### config.mk
export PLATFORM = sky130hd
export DESIGN_NAME = regfront
export DESIGN_NICKNAME = d
export VERILOG_FILES = /design/src/rtl/regfront.sv
export SDC_FILE = /design/constraint.sdc
export NUM_CORES = 1
export LEC_CHECK = 0
export CELL_PAD_IN_SITES_DETAIL_PLACEMENT = 1
export CELL_PAD_IN_SITES_GLOBAL_PLACEMENT = 2
export CORE_MARGIN = 2
export CORE_UTILIZATION = 34
export CTS_CLUSTER_DIAMETER = 100
export DETAILED_ROUTE_END_ITERATION = 12
export DONT_BUFFER_PORTS = 1
export GPL_TIMING_DRIVEN = 0
export HOLD_SLACK_MARGIN = 0.15
export PLACE_DENSITY = 0.75
export REMOVE_ABC_BUFFERS = 1
export SLEW_MARGIN = 0
export SYNTH_ARGS = -nofsm -noshare
export SYNTH_HDL_FRONTEND = slang
export SYNTH_SLANG_ARGS = --single-unit
### constraint.sdc
create_clock -name clk -period 2.9 [get_ports clk]
set_input_delay 0.58 -clock clk [delete_from_list [all_inputs] [get_ports clk]]
set_output_delay 0.58 -clock clk [all_outputs]
set_load 0.03 [all_outputs]
### src/rtl/regfront.sv
module regfront #(
  parameter int AW = 16,
  parameter int DW = 16,
  parameter int NREG = 5
) (
  input  logic            clk,
  input  logic            rst_n,
  input  logic            req_valid,
  input  logic            req_write,
  input  logic [AW-1:0]   req_addr,
  input  logic [DW-1:0]   req_wdata,
  output logic            rsp_valid,
  output logic [DW-1:0]   rsp_rdata,
  output logic [NREG-1:0] region_sel,
  output logic [DW-1:0]   region_wdata,
  output logic            region_we,
  output logic            access_error,
  output logic            sequence_error,
  output logic            region_reset,
  output logic            prov_done
);
  localparam logic [12:0] CORE_TOP = 13'h001F;
  localparam logic [12:0] UT_TOP   = 13'h0226;
  localparam logic [12:0] OHP_TOP  = 13'h05C2;
  localparam logic [12:0] PT_TOP   = 13'h0AF8;
  localparam logic [12:0] DE_TOP   = 13'h1607;
  localparam logic [AW-1:0] MODE_ADDR = 16'h0010;
  localparam logic [AW-1:0] CHAN_ADDR = 16'h0011;

  typedef enum logic [1:0] {WAIT_MODE, WAIT_CHANNEL, PROVISIONED} seq_t;
  seq_t state, state_n;

  logic [2:0] rid;
  logic       in_win, legal;
  logic [12:0] off;

  assign off = req_addr[12:0];

  always_comb begin
    rid = 3'd0;
    in_win = 1'b0;
    unique case (req_addr[12:9])
      4'd0:                    begin rid = 3'd0; in_win = off <= CORE_TOP; end
      4'd1:                    begin rid = 3'd1; in_win = off <= UT_TOP;   end
      4'd2:                    begin rid = 3'd2; in_win = off <= OHP_TOP;  end
      4'd4, 4'd5:              begin rid = 3'd3; in_win = off <= PT_TOP;   end
      4'd8, 4'd9, 4'd10, 4'd11: begin rid = 3'd4; in_win = off <= DE_TOP;  end
      default:                 begin rid = 3'd0; in_win = 1'b0;           end
    endcase
  end

  assign legal = (req_addr[AW-1:13] == '0) && in_win;

  logic is_core, wr, accept, blk, seq_drop, rst_hit;
  assign is_core = legal && (rid == 3'd0);
  assign wr      = req_valid && req_write;

  always_comb begin
    state_n  = state;
    seq_drop = 1'b0;
    if (wr && is_core) begin
      unique case (state)
        WAIT_MODE:    if (req_addr == MODE_ADDR) state_n = WAIT_CHANNEL; else seq_drop = 1'b1;
        WAIT_CHANNEL: if (req_addr == CHAN_ADDR) state_n = PROVISIONED;  else seq_drop = 1'b1;
        default:      state_n = PROVISIONED;
      endcase
    end
  end

  assign blk     = wr && legal && !is_core && (state != PROVISIONED);
  assign accept  = req_valid && legal && !blk && !seq_drop;
  assign rst_hit = wr && accept && ((req_addr == MODE_ADDR) || (req_addr == CHAN_ADDR));

  logic [NREG-1:0] sel_n;
  always_comb begin
    sel_n = '0;
    if (accept) sel_n[rid] = 1'b1;
  end

  always_ff @(posedge clk) begin
    if (!rst_n) begin
      state          <= WAIT_MODE;
      rsp_valid      <= 1'b0;
      rsp_rdata      <= '0;
      region_sel     <= '0;
      region_wdata   <= '0;
      region_we      <= 1'b0;
      access_error   <= 1'b0;
      sequence_error <= 1'b0;
      region_reset   <= 1'b0;
      prov_done      <= 1'b0;
    end else begin
      state          <= state_n;
      rsp_valid      <= req_valid;
      rsp_rdata      <= (req_valid && !req_write && legal) ?
                        {{1'b0, rid} + 4'd1, req_addr[11:0]} : '0;
      region_sel     <= sel_n;
      region_wdata   <= (wr && accept) ? req_wdata : '0;
      region_we      <= wr && accept;
      access_error   <= req_valid && (!legal || blk);
      sequence_error <= sequence_error || seq_drop;
      region_reset   <= rst_hit;
      prov_done      <= (state_n == PROVISIONED);
    end
  end
endmodule


# After elaboration in Yosys (flattened, before gate mapping)
# Cells that the tools add are included.
[totals]
ff_bits = 45
output_inout_bits = 43
elab_cells = 76
[op_classes]
addsub = 1
magnitude_cmp = 7
eq_ne = 13
mux = 12
reduce_logical = 33
[ops]
columns = ["op", "count"]
rows = [
  ["$eq 16x5->1 const B", 2],
  ["$eq 4x4->1 const B", 4],
  ["$logic_and 1x1->1", 16],
  ["$le 13x10->1 const B", 1],
  ["$le 13x11->1 const B", 1],
  ["$le 13x12->1 const B", 1],
  ["$le 13x13->1 const B", 1],
  ["$le 13x5->1 const B", 1],
  ["$pmux 3 s4", 1],
  ["$eq 4x3->1 const B", 2],
  ["$logic_not 3->1", 2],
  ["$mux 2", 3],
  ["$reduce_and 2->1", 3],
  ["$logic_not 1->1", 5],
  ["$pmux 1 s5", 1],
  ["$add 3x1->4 const B", 1],
  ["$eq 4x1->1 const B", 1],
  ["$eq 4x2->1 const B", 1],
  ["$logic_not 4->1", 1],
  ["$lt 3x4->1 const B", 1],
  ["$mux 1", 4],
  ["$pmux 2 s2", 1],
  ["$reduce_or 4->1", 1],
  ["$demux 1 s3", 1],
  ["8 further kinds", 10],
]

# Longest topological paths before layout
# Gate-level depths: netlist of run 1.
[logic_depth]
ltp_word = 13
mapped_depth = 9
mapped_depth_nobuf = 7

# Worst setup path after synthesis of run 1
# No wires, ideal clock.
[synth_timing]
path_type = "input port to flip-flop"
from = "in req_addr[10]"
to = "reg region_we"
setup_time_ps = 122
arrival_ps = 2285
slack_ps = 493
cell_stages = 9
cell_sequence = "clkbuf_1 -> nor2_1 -> o21ai_0 -> ha_1 -> nand2_1 -> or4_4 -> a211oi_4 -> buf_4 -> nor3_1"
[synth_between]
elab_chain_cells = 12
word_cells_on_any_way = 38
classes_between = "5 x order compare; 10 x eq/ne; 6 x mux; 17 x reduce/logical"
[synth_rtl]
columns = ["element", "line", "source"]
rows = [
  ["start: declaration", "10", "input logic [AW-1:0] req_addr,"],
  ["branches (longest 10 deep; another with $le 13x13->1)", "n/a", ""],
  ["$logic_and 1x1->1 (*)", "71", "assign accept = req_valid && legal && !blk && !seq_drop;"],
  ["$logic_and 1x1->1 (*)", "99", "region_we <= wr && accept;"],
  ["end signal: assignment", "99", ""],
  ["end: declaration", "16", "output logic region_we,"],
]
# Every way passes the cells marked *.
# A chain may end at the register's enable or synchronous reset.

# Worst setup path in the final report of run 1
[layout_timing]
from = "in req_addr[11]"
to = "reg region_wdata[3]"
[layout_between]
elab_chain_cells = 13
word_cells_on_any_way = 39
classes_between = "5 x order compare; 10 x eq/ne; 6 x mux; 18 x reduce/logical"
[layout_rtl]
columns = ["element", "line", "source"]
rows = [
  ["branches (longest 10 deep; another with $le 13x13->1)", "n/a", ""],
  ["$logic_and 1x1->1 (*)", "71", ""],
  ["$logic_and 1x1->1 (*)", "98", "region_wdata <= (wr && accept) ? req_wdata : '0;"],
  ["$reduce_and 2->1 (no line) (*)", "n/a", ""],
  ["end signal: assignment", "98", ""],
  ["end: declaration", "15", "output logic [DW-1:0] region_wdata,"],
]
# Marked as above.

==> metrics.md, run 1 <==
| Metric | Value |
|---|---|
| Run status | `finished, final reports clean` |
| Critical Path Start Type | `input pin` |
| Initial core utilization | `35.1%` |
| Core area | `5110 um2` |
| Antenna cells | `0` |
| Worst-path clk slew | `0.08 ns` |
| Worst min-delay path startpoint | `req_addr[2]` |
| 1st-pass router iterations | `4` |
| Routability Congestion | `0.838` |
| Final net count | `232` |
| Peak VDD IR | `189 uV` |
| CTS Sinks | `45` |
| Final Hold Fails | `0` |
| #FFs+latches synth | `45` |
| Slew Viols, Final | `0` |
| Clock tree from TritonCTS | `built` |
| YS warnings | `0` |
| First-pass GRT wire length | `7.47 mm` |
| Initial antenna violation count | `0` |
| Worst rel slew slack | `31.6%` |
| PortBufs | `0` |
| CTS Buf Count | `5` |
| Critical Path RT | `3.03 ns` |
| Setup slack at placement | `0.0516 ns` |
| Placed Instances | `257` |
| Max frequency | `402 MHz` |
| Worst r2r path cells | `5` |
| Syn avg cell area | `9.00 um2` |
| GRT Overall Usage | `15.8%` |
| CP arrival | `2.62 ns` |
| Total power | `1.18 mW` |
| CP max-delay cell | `a211oi_4` |
| HP Class | `in -> reg` |
| Kind of critical path | `in -> reg` |
| Layout cells sized above 1 | `8.21%` |
| Syn Inst Count | `199` |
| Setup ws final | `0.414 ns` |
| H-tree depth | `2` |
| Worst-path fanout max | `23` |
| Worst clock skew | `0.00705 ns` |
| Reg2Reg Setup Slack | `1.11 ns` |
| Synth unique cells | `40` |
| Post-route insts no fill | `265` |
| Worst setup EP type | `register` |
| Primary FF master, synth | `dfxtp_1` |
| Final cycle utilization of the critical path | `85.7%` |
| Row count | `26` |
| Post-synth EDFFs | `0` |
| Most common cell in the netlist | `dfxtp_1` |
| # fillers | `614` |
| Die span in y | `76.6 um` |
| Clock Tree Root | `clkbuf_8` |
| Post-CTS setup repair buffer count | `0` |
| Critical-path cell list | `o21ai_0, ha_1, nand2_1, or4_4, a211oi_4, nor4b_1` |
| Seq/Total Area, Yosys | `50.3%` |
| Final setup vio count | `0` |
| Post-Route WL | `4.55 mm` |
| DR iter-0 viols | `55` |
| Cell taking the most area after synthesis | `dfxtp_1` |
| Pin count of the biggest net entering global routing | `28` |
| Post-synth top cells | `dfxtp_1, nor3_1, nand2_1, nand3_1, nor2_1` |
| Worst-Skew Late Latency | `0.30 ns` |
| Mapped cell area | `1790 um2` |
| Crit path launch | `req_addr[11]` |
| P_leak | `0.645 nW` |
| Routed Antenna Nets | `0` |
| Hold Slack | `0.395 ns` |
| PD cells | `605 nW/um2` |
| RSZ-0062 raised after global routing | `no` |
| Via Count | `1454` |
| Synth top area cells | `dfxtp_1, nor3_1, nor4b_1` |
| Max incr delay on CP | `0.78 ns` |
| Max Root-Sink Buffers | `2` |
| Cts hold-fix bufs | `0` |
| # DRC | `0` |
| Final Critical Period | `2.49 ns` |
| Worst-margin pin slew | `1.02 ns` |
| Async SR Flop Fraction | `0%` |
| R2R Path Start | `state[0]$_SDFF_PN0_` |
| Die Span X | `76.6 um` |
| Dpl hpwl | `3.41 mm` |
| Vias in the first global route | `1496` |
| Via density | `5.49` |
| Max-cap violations | `0` |
| Area Growth Syn to Fin | `8.87%` |
| Top Ports | `79` |
| Die area | `5870 um2` |
| R2R Path End | `access_error$_SDFF_PN0_` |
| Placed inst area | `1830 um2` |
| Post-CTS Resized | `0` |
| WL per Instance | `17.2 um` |
| Final Cell Area | `1950 um2` |
| Remaining Overflow, GRT | `0` |
| Share of the synthesized area in the top cell type | `50.3%` |
| End point of the critical path | `region_wdata[3]$_SDFF_PN0_` |
[cells in the final DEF (no fill, tap or decap), types with 2 or more instances in the layout]
cell / count
o21ai_0: 3
inv_1: 7
dfxtp_1: 45
nand3b_1: 2
nor4b_1: 10
a21oi_1: 4
xor2_1: 2
ha_1: 2
a31oi_1: 3
nand2b_1: 2
clkbuf_8: 6
nand2_1: 19
nand3_1: 14
nand4_1: 3
nor2_1: 10
nor4_1: 8
nor3_1: 29
[through the flow]
stage	TNS (ns)	util, %
2_1_floorplan	0	-
3_3_place_gp	-23.15	35.3
3_5_place_dp	0	35.9
4_1_cts	0	38.2
5_1_grt	0	38.2
6_report	0	38.2
[registers in the layout (all words and copies together), names as in the netlist]
register / flops
rsp_valid: 1
region_wdata: 16
region_we: 1
region_reset: 1
access_error: 1
prov_done: 1
rsp_rdata: 16
sequence_error: 1
region_sel: 5
state: 2
[final cells by class]
class	count	area, um2	area share (%)
clock buffers	7	86.3	4.43
clock inverters	1	30.0	1.54
inverters	8	30.0	1.54
multi-input cells	132	793	40.7
flip-flops and latches	45	901	46.2
well taps	70	87.6	4.49
repair buffers	2	22.5	1.15
[layer usage]
metal / GRT usage, % / vias to the layer above / part of all wire [%]
li1: - / 700 / -
met4: 6.91 / 0 / 2.2
met5: 0 / - / 0
met2: 25.4 / 59 / 47
met3: 5.69 / 9 / 6.9
met1: 19.0 / 686 / 43
[critical path: cells and delay by family]
family	cells	cell delay [ns]
adder cells (fa/ha/maj)	1	0.26
AND/OR/NAND/NOR	3	0.71
AO/OA/AOI/OAI	2	1.06
[power by group]
part,total (mW),switching [mW],internal (mW)
logic,0.0718,0.0490,0.0228
registers,0.627,0.00693,0.620
clock network,0.482,0.201,0.281
[how the worst min path moves through the flow]
stage	endpoint	slack, ns	cells after the start
final	rsp_rdata[2]$_SDFF_PN0_	0.40	2
after global routing	rsp_rdata[1]$_SDFF_PN0_	0.39	2
after CTS	rsp_rdata[2]$_SDFF_PN0_	0.39	2
after detailed placement	state[1]$_SDFF_PN0_	0.52	2
after global placement	state[1]$_SDFF_PN0_	0.50	2
after floorplan	state[1]$_SDFF_PN0_	0.47	2
[cells by family after synthesis]
kind of cell             count (synthesis)  share of synthesized area, %
XOR/XNOR                                 2                         0.978
AO/OA/AOI/OAI                           22                          9.57
flip-flops                              45                          50.3
buffers and inverters                   22                          5.94
other                                    1                         0.209
AND/OR/NAND/NOR                        105                          31.6
adder cells (fa/ha/maj)                  2                          1.40
Note: power is estimated with default switching activity, not from simulation.
==> run 2: changes to the inputs <==
- clock period: 2.9 -> 2.5 ns (I/O delays scaled with it)
==> metrics.md, run 2 (synthesis gave the netlist of run 1 again) <==
| Metric | Value |
|---|---|
| Max-cap violations | `0 (unchanged)` |
| Most frequent cells in the layout | `dfxtp_1, nor3_1, nand2_1, nand3_1 (unchanged)` |
| Worst-path fanout max | `25 (was 23)` |
| CP arrival | `2.46 ns (was 2.62 ns)` |
| Die span in y | `76.6 um (unchanged)` |
| Min-Delay Path Depth | `2 (unchanged)` |
| Area Growth Syn to Fin | `10.3% (was 8.87%)` |
| Clock tree from TritonCTS | `built (unchanged)` |
| Commonest non-fill, non-tap cell in the layout | `dfxtp_1 (unchanged)` |
| Peak VDD IR | `220 uV (was 189 uV)` |
| Routability Congestion | `0.838 (unchanged)` |
| Run status | `finished, final reports clean (unchanged)` |
| 1st-pass router iterations | `4 (unchanged)` |
| Via Count | `1474 (was 1454)` |
| H-tree depth | `2 (unchanged)` |
| Top flop regs | `region_wdata x16, rsp_rdata x16, region_sel x5 (unchanged)` |
| Die area | `5870 um2 (unchanged)` |
| Kind of critical path | `in -> reg (unchanged)` |
| Remaining Overflow, GRT | `0 (unchanged)` |
| Critical-path cell list | `nand3b_1, o311ai_2, o21ai_0, nor2_4, buf_8, nor3_1 (was o21ai_0, ha_1, nand2_1, or4_4, a211oi_4, nor4b_1)` |
| CTS Sinks | `45 (unchanged)` |
| Dpl hpwl | `3.41 mm (unchanged)` |
| Final net count | `233 (was 232)` |
| Post-CTS setup repair buffer count | `0 (unchanged)` |
| Slew Viols, Final | `0 (unchanged)` |
| Final setup vio count | `0 (unchanged)` |
| RSZ-0062 raised after global routing | `no (unchanged)` |
| P_leak | `0.648 nW (was 0.645 nW)` |
| R2R Path Start | `state[0]$_SDFF_PN0_ (unchanged)` |
| Worst Hold Path EP | `rsp_rdata[2]$_SDFF_PN0_ (unchanged)` |
| Clock Tree Root | `clkbuf_8 (unchanged)` |
| Core area | `5110 um2 (unchanged)` |
| CP max-delay cell | `o311ai_2 (was a211oi_4)` |
| Final cycle utilization of the critical path | `92.1%` |
| Final Critical Period | `2.30 ns` |
| R2R Path End | `access_error$_SDFF_PN0_ (unchanged)` |
| Worst setup EP type | `register (unchanged)` |
| # DRC | `0 (unchanged)` |
| PD cells | `693 nW/um2 (was 605 nW/um2)` |
| Final Hold Fails | `0 (unchanged)` |
| Max incr delay on CP | `0.62 ns (was 0.78 ns)` |
| Worst-Skew Late Latency | `0.29 ns (was 0.30 ns)` |
| Worst clock skew | `0.00775 ns (was 0.00705 ns)` |
| Worst-margin pin slew | `0.783 ns (was 1.02 ns)` |
| Initial core utilization | `35.1% (unchanged)` |
| Row count | `26 (unchanged)` |
| Met1 Wirelength | `2.13 mm (was 1.98 mm)` |
| First-pass GRT wire length | `7.47 mm (unchanged)` |
| CTS Buf Count | `5 (unchanged)` |
| Post-Route WL | `4.81 mm (was 4.55 mm)` |
| Die Span X | `76.6 um (unchanged)` |
| Reg2Reg Setup Slack | `0.71 ns (was 1.11 ns)` |
| GRT Overall Usage | `15.8% (unchanged)` |
| Top Ports | `79 (unchanged)` |
| Worst rel slew slack | `47.4% (was 31.6%)` |
| Via density | `5.54 (was 5.49)` |
| Layout cells sized above 1 | `8.67% (was 8.21%)` |
| HP Class | `in -> reg (unchanged)` |
| Hold Slack | `0.319 ns (was 0.395 ns)` |
| Worst-path clk slew | `0.08 ns (about the same)` |
| PortBufs | `0 (unchanged)` |
| Pin count of the biggest net entering global routing | `28 (unchanged)` |
| Worst r2r path cells | `5 (unchanged)` |
| Max frequency | `434 MHz` |
| Initial antenna violation count | `0 (unchanged)` |
| Max Root-Sink Buffers | `2 (unchanged)` |
| Critical Path Start Type | `input pin (unchanged)` |
| Worst min-delay path startpoint | `req_addr[2] (unchanged)` |
| Antenna cells | `0 (unchanged)` |
| Routed Antenna Nets | `0 (unchanged)` |
| Routed length on met2 | `2.27 mm (was 2.16 mm)` |
| Met3 wire len | `307 um (was 315 um)` |
| Total power | `1.37 mW (was 1.18 mW)` |
| Vias in the first global route | `1496 (unchanged)` |
| Top Metal Used | `met4 (unchanged)` |
| Critical Path RT | `2.65 ns (was 3.03 ns)` |
| WL per Instance | `18.1 um (was 17.2 um)` |
| DR iter-0 viols | `54 (was 55)` |
-- run 2: cell type report --
class | instances | area [um2]
sequential | 45 | 901
multi-input combinational | 133 | 818
inverter | 8 | 30.0
timing repair buffer | 2 | 22.5
tap | 70 | 87.6
fill | 612 | 3130
clock inverter | 1 | 30.0
clock buffer | 7 | 86.3
-- run 2: layer usage --
metal  track usage (%)  up-vias
met1              19.0      697
met4              6.91        0
met3              5.69       10
li1                  -      708
met2              25.4       59
met5                 0        -
-- run 2: worst max-delay path by stage --
stage            startpoint                          end  slack [ns]  cells after the start
2_1_floorplan   req_addr[8]     rsp_rdata[14]$_SDFF_PN0_       -0.27                      5
3_3_place_gp    req_addr[8]     rsp_rdata[14]$_SDFF_PN0_        -1.0                      5
3_5_place_dp   req_addr[11]   region_wdata[3]$_SDFF_PN0_       -0.27                      6
4_1_cts        req_addr[11]   region_wdata[3]$_SDFF_PN0_        0.06                      6
5_1_grt         req_addr[8]     rsp_rdata[14]$_SDFF_PN0_        0.06                      6
6_report        req_addr[8]  region_wdata[14]$_SDFF_PN0_        0.20                      6
-- run 2: critical path, delay by kind of cell --
family,cells,cell delay (ns)
AOI/OAI and AO/OA,2,0.95
and+or+nand+nor,3,0.77
buffers and inverters,1,0.23
-- run 2: through the flow --
stage               TNS, ns  worst slack, ns  cells  instance area [um2]  utilization, %
finish                    0            0.197    266                 1980            38.7
global route              0           0.0615    266                 1980            38.7
CTS                       0           0.0563    265                 1950            38.2
detailed placement    -6.03           -0.268    257                 1830            35.9
global placement     -35.43            -1.00    255                 1800            35.3
floorplan             -9.15           -0.266    185                 1720               -
-- run 2: repair_timing --
action / 4_1_cts / 5_1_grt
hold buffers: 0 / 0
gates resized for setup: 0 / 2
hold endpoints to repair: 0 / 0
setup endpoints to repair: 0 / 24
-- run 2: power breakdown --
group          internal (mW)  leakage (nW)  switching (mW)  total, mW
combinational         0.0271         0.226          0.0592     0.0863
sequential             0.719         0.363         0.00808      0.727
clock                  0.326        0.0585           0.230      0.556
total                   1.07         0.648           0.297       1.37
==> run 3: changes to the inputs <==
- ABC_AREA: not set -> 1
- CORE_UTILIZATION: 34 -> 32
- PLACE_DENSITY: 0.75 -> 0.76
==> metrics.md, run 3 <==
| Metric | Value |
|---|---|
| Worst-Skew Late Latency | `0.30 ns (was 0.29 ns)` |
| Final Hold Fails | `0 (unchanged)` |
| PortBufs | `0 (unchanged)` |
| Remaining Overflow, GRT | `0 (unchanged)` |
| Switching pwr | `0.323 mW (was 0.297 mW)` |
| Synth top area cells | `dfxtp_1, nor2_1, inv_1 (was dfxtp_1, nor3_1, nor4b_1)` |
| Worst rel slew slack | `60.8% (was 47.4%)` |
| Commonest non-fill, non-tap cell in the layout | `nor2_1 (was dfxtp_1)` |
| Syn Inst Count | `259 (was 199)` |
| Primary FF master, synth | `dfxtp_1 (unchanged)` |
| M2 GR Usage | `25.1% (was 25.4%)` |
| Total power | `1.27 mW (was 1.37 mW)` |
| Via Count | `1497 (was 1474)` |
| Clock tree from TritonCTS | `built (unchanged)` |
| Post-synth top cells | `nor2_1, inv_1, nand2_1, dfxtp_1, nor2_2 (was dfxtp_1, nor3_1, nand2_1, nand3_1, nor2_1)` |
| Largest family of logic cells by synthesized area | `simple AND/OR/NAND/NOR gates (unchanged)` |
| Final cycle utilization of the critical path | `71.2% (was 92.1%)` |
| # fillers | `715 (was 612)` |
| 1st-pass router iterations | `4 (unchanged)` |
| Cts hold-fix bufs | `0 (unchanged)` |
| Post-CTS setup repair buffer count | `0 (unchanged)` |
| Switching part of the total | `25.5% (was 21.7%)` |
| Seq/Total Area, Yosys | `48.1% (was 50.3%)` |
| Clock Tree Root | `clkbuf_8 (unchanged)` |
| Internal power | `0.947 mW (was 1.07 mW)` |
| Critical Path Start Type | `input pin (unchanged)` |
| Pin count of the biggest net entering global routing | `19 (was 28)` |
| Flop pwr share | `57.4% (was 53.1%)` |
| Share of the synthesized area in the top cell type | `48.1% (was 50.3%)` |
| Synth unique cells | `23 (was 40)` |
| Slew Viols, Final | `0 (unchanged)` |
| Setup_tns | `0 ns (unchanged)` |
| Syn avg cell area | `7.23 um2 (was 9.00 um2)` |
| Post-Synth XOR/XNOR Area | `0.468% (was 0.978%)` |
| Clock share of power | `36.6% (was 40.6%)` |
| Hold Slack | `0.300 ns (was 0.319 ns)` |
| Met3 Usage GRT | `4.94% (was 5.69%)` |
| Most common cell in the netlist | `nor2_1 (was dfxtp_1)` |
| #FFs+latches synth | `45 (unchanged)` |
| Core area | `5570 um2 (was 5110 um2)` |
| Post-Route WL | `4.46 mm (was 4.81 mm)` |
| CTS Sinks | `45 (unchanged)` |
| PD cells | `623 nW/um2 (was 693 nW/um2)` |
| Worst-path fanout max | `18 (was 25)` |
| CTS Buf Count | `5 (unchanged)` |
| Peak VDD IR | `237 uV (was 220 uV)` |
| Via density | `4.44 (was 5.54)` |
| Die area | `6480 um2 (was 5870 um2)` |
| Post-synthesis adder-cell area fraction | `1.34% (was 1.40%)` |
| Cell taking the most area after synthesis | `dfxtp_1 (unchanged)` |
| Layout cells sized above 1 | `11.7% (was 8.67%)` |
| Routability Congestion | `0.737 (was 0.838)` |
| Global routing usage on met1 | `17.0% (was 19.0%)` |
| Max-cap violations | `0 (unchanged)` |
| Post-synth EDFFs | `0 (unchanged)` |
| Routed Antenna Nets | `0 (unchanged)` |
| WL per Instance | `13.2 um (was 18.1 um)` |
| Top flop regs | `region_wdata x16, rsp_rdata x16, region_sel x5 (unchanged)` |
| Comb pwr share | `6.0% (was 6.3%)` |
| GRT Overall Usage | `14.6% (was 15.8%)` |
| Die span in y | `80.5 um (was 76.6 um)` |
| First-pass GRT wire length | `7.24 mm (was 7.47 mm)` |
| Worst clock skew | `0.00288 ns (was 0.00775 ns)` |
| Post-layout util | `36.6% (was 38.7%)` |
| CP arrival | `2.01 ns (was 2.46 ns)` |
| DR iter-0 viols | `22 (was 54)` |
| Mapped cell area | `1870 um2 (was 1790 um2)` |
| Area Growth Syn to Fin | `8.96% (was 10.3%)` |
| Critical Path RT | `2.73 ns (was 2.65 ns)` |
| Most frequent cells in the layout | `nor2_1, inv_1, nand2_1, dfxtp_1, nor2_2 (was dfxtp_1, nor3_1, nand2_1, nand3_1)` |
| RSZ-0062 raised after global routing | `no (unchanged)` |
| Max Root-Sink Buffers | `2 (unchanged)` |
| Initial core utilization | `33.6% (was 35.1%)` |
| H-tree depth | `2 (unchanged)` |
| Gr busiest metal | `met2 (unchanged)` |
| Dpl hpwl | `3.49 mm (was 3.41 mm)` |
| Top Ports | `79 (unchanged)` |
| P_leak | `1.04 nW (was 0.648 nW)` |
| Final net count | `302 (was 233)` |
| Worst r2r path cells | `6 (was 5)` |
| Final setup vio count | `0 (unchanged)` |
| Async SR Flop Fraction | `0% (unchanged)` |
| Run status | `finished, final reports clean (unchanged)` |
| Final Critical Period | `1.78 ns (was 2.30 ns)` |
| Min-Delay Path Depth | `2 (unchanged)` |
| Worst-path clk slew | `0.09 ns (was 0.08 ns)` |
| YS warnings | `0 (unchanged)` |
| # DRC | `0 (unchanged)` |
| Post-synthesis mux area share | `0% (unchanged)` |
| Compound-Gate Fraction of Synth Area | `1.74% (was 9.57%)` |
| Simple-gate share of the synthesized area | `36.0% (was 31.6%)` |
| Die Span X | `80.5 um (was 76.6 um)` |
| Kind of critical path | `in -> reg (unchanged)` |
| Post-CTS Resized | `0 (unchanged)` |
| Worst setup EP type | `register (unchanged)` |
| Row count | `27 (was 26)` |
| Initial antenna violation count | `0 (unchanged)` |
| Worst-margin pin slew | `0.586 ns (was 0.783 ns)` |
| Max frequency | `562 MHz (was 434 MHz)` |
| HP Class | `in -> reg (unchanged)` |
| Vias in the first global route | `1522 (was 1496)` |
| Antenna cells | `0 (unchanged)` |
## run 3: cell types whose count changed in the layout (fill, tap and decap cells not counted), moves of 3 or more
cell     delta
o21ai_0     -3
nor4_1      -8
nand4_1     +3
nand2_1    +28
nor3_1     -24
inv_1      +45
inv_2       +4
nor2_2     +13
nor2_1     +46
a31oi_1     -3
nor4b_1    -10
## run 3: critical path, cell delays in order
cell and delay [ns]:
inv_2 0.04, nor2_2 0.03, nand2_1 0.09, inv_1 0.06, nor2_1 0.17, ha_1 0.18
nand2_1 0.09, o211ai_1 0.13, nand3_2 0.15, nor2_4 0.14, nand3_4 0.24, nor2_1 0.17
## run 3: cells by family after synthesis
group	count (synthesis)
other cells	1
buf+inv	58
compound gates	6
flops	45
fa+ha+maj	2
simple gates	146
xor+xnor	1
## run 3: power groups by stage
stage	registers [mW]	clock network [mW]	logic (mW)
after floorplan	0.745	0	0.0622
after CTS	0.729	0.489	0.0777
final	0.729	0.465	0.0762
after global routing	0.730	0.524	0.0905
after global placement	0.746	0	0.0764
after detailed placement	0.746	0	0.0768
## run 3: per-layer routing
metal	up-vias	routed length, um
met3	4	272
li1	772	-
met1	674	1910
met2	47	2240
met4	0	40
met5	-	0
## run 3: per-stage QoR
stage | worst slack [ns] | instance area (um2) | std cells
4_1_cts | 0.665 | 2040 | 337
6_report | 0.721 | 2040 | 337
3_5_place_dp | 0.360 | 1950 | 329
3_3_place_gp | 0.422 | 1950 | 329
2_1_floorplan | 0.682 | 1860 | 257
5_1_grt | 0.526 | 2040 | 337
## run 3: layout make-up
class,count,area (um2),area share (%)
clock buffer,5,68.8,3.37
clock inverter,3,25.0,1.23
inverter,56,210,10.3
multi-input combinational,156,744,36.5
sequential,45,901,44.2
tap,72,90.1,4.42
## run 3: final timing paths
check	startpoint	slack (ns)	endpoint
worst max-delay path	req_addr[11]	0.72	region_wdata[7]$_SDFF_PN0_
worst min-delay path	req_wdata[2]	0.30	region_wdata[2]$_SDFF_PN0_
worst max register to register	state[1]$_SDFF_PN0_	1.06	region_wdata[7]$_SDFF_PN0_
worst min register to register	state[0]$_SDFF_PN0_	0.60	prov_done$_SDFF_PN0_
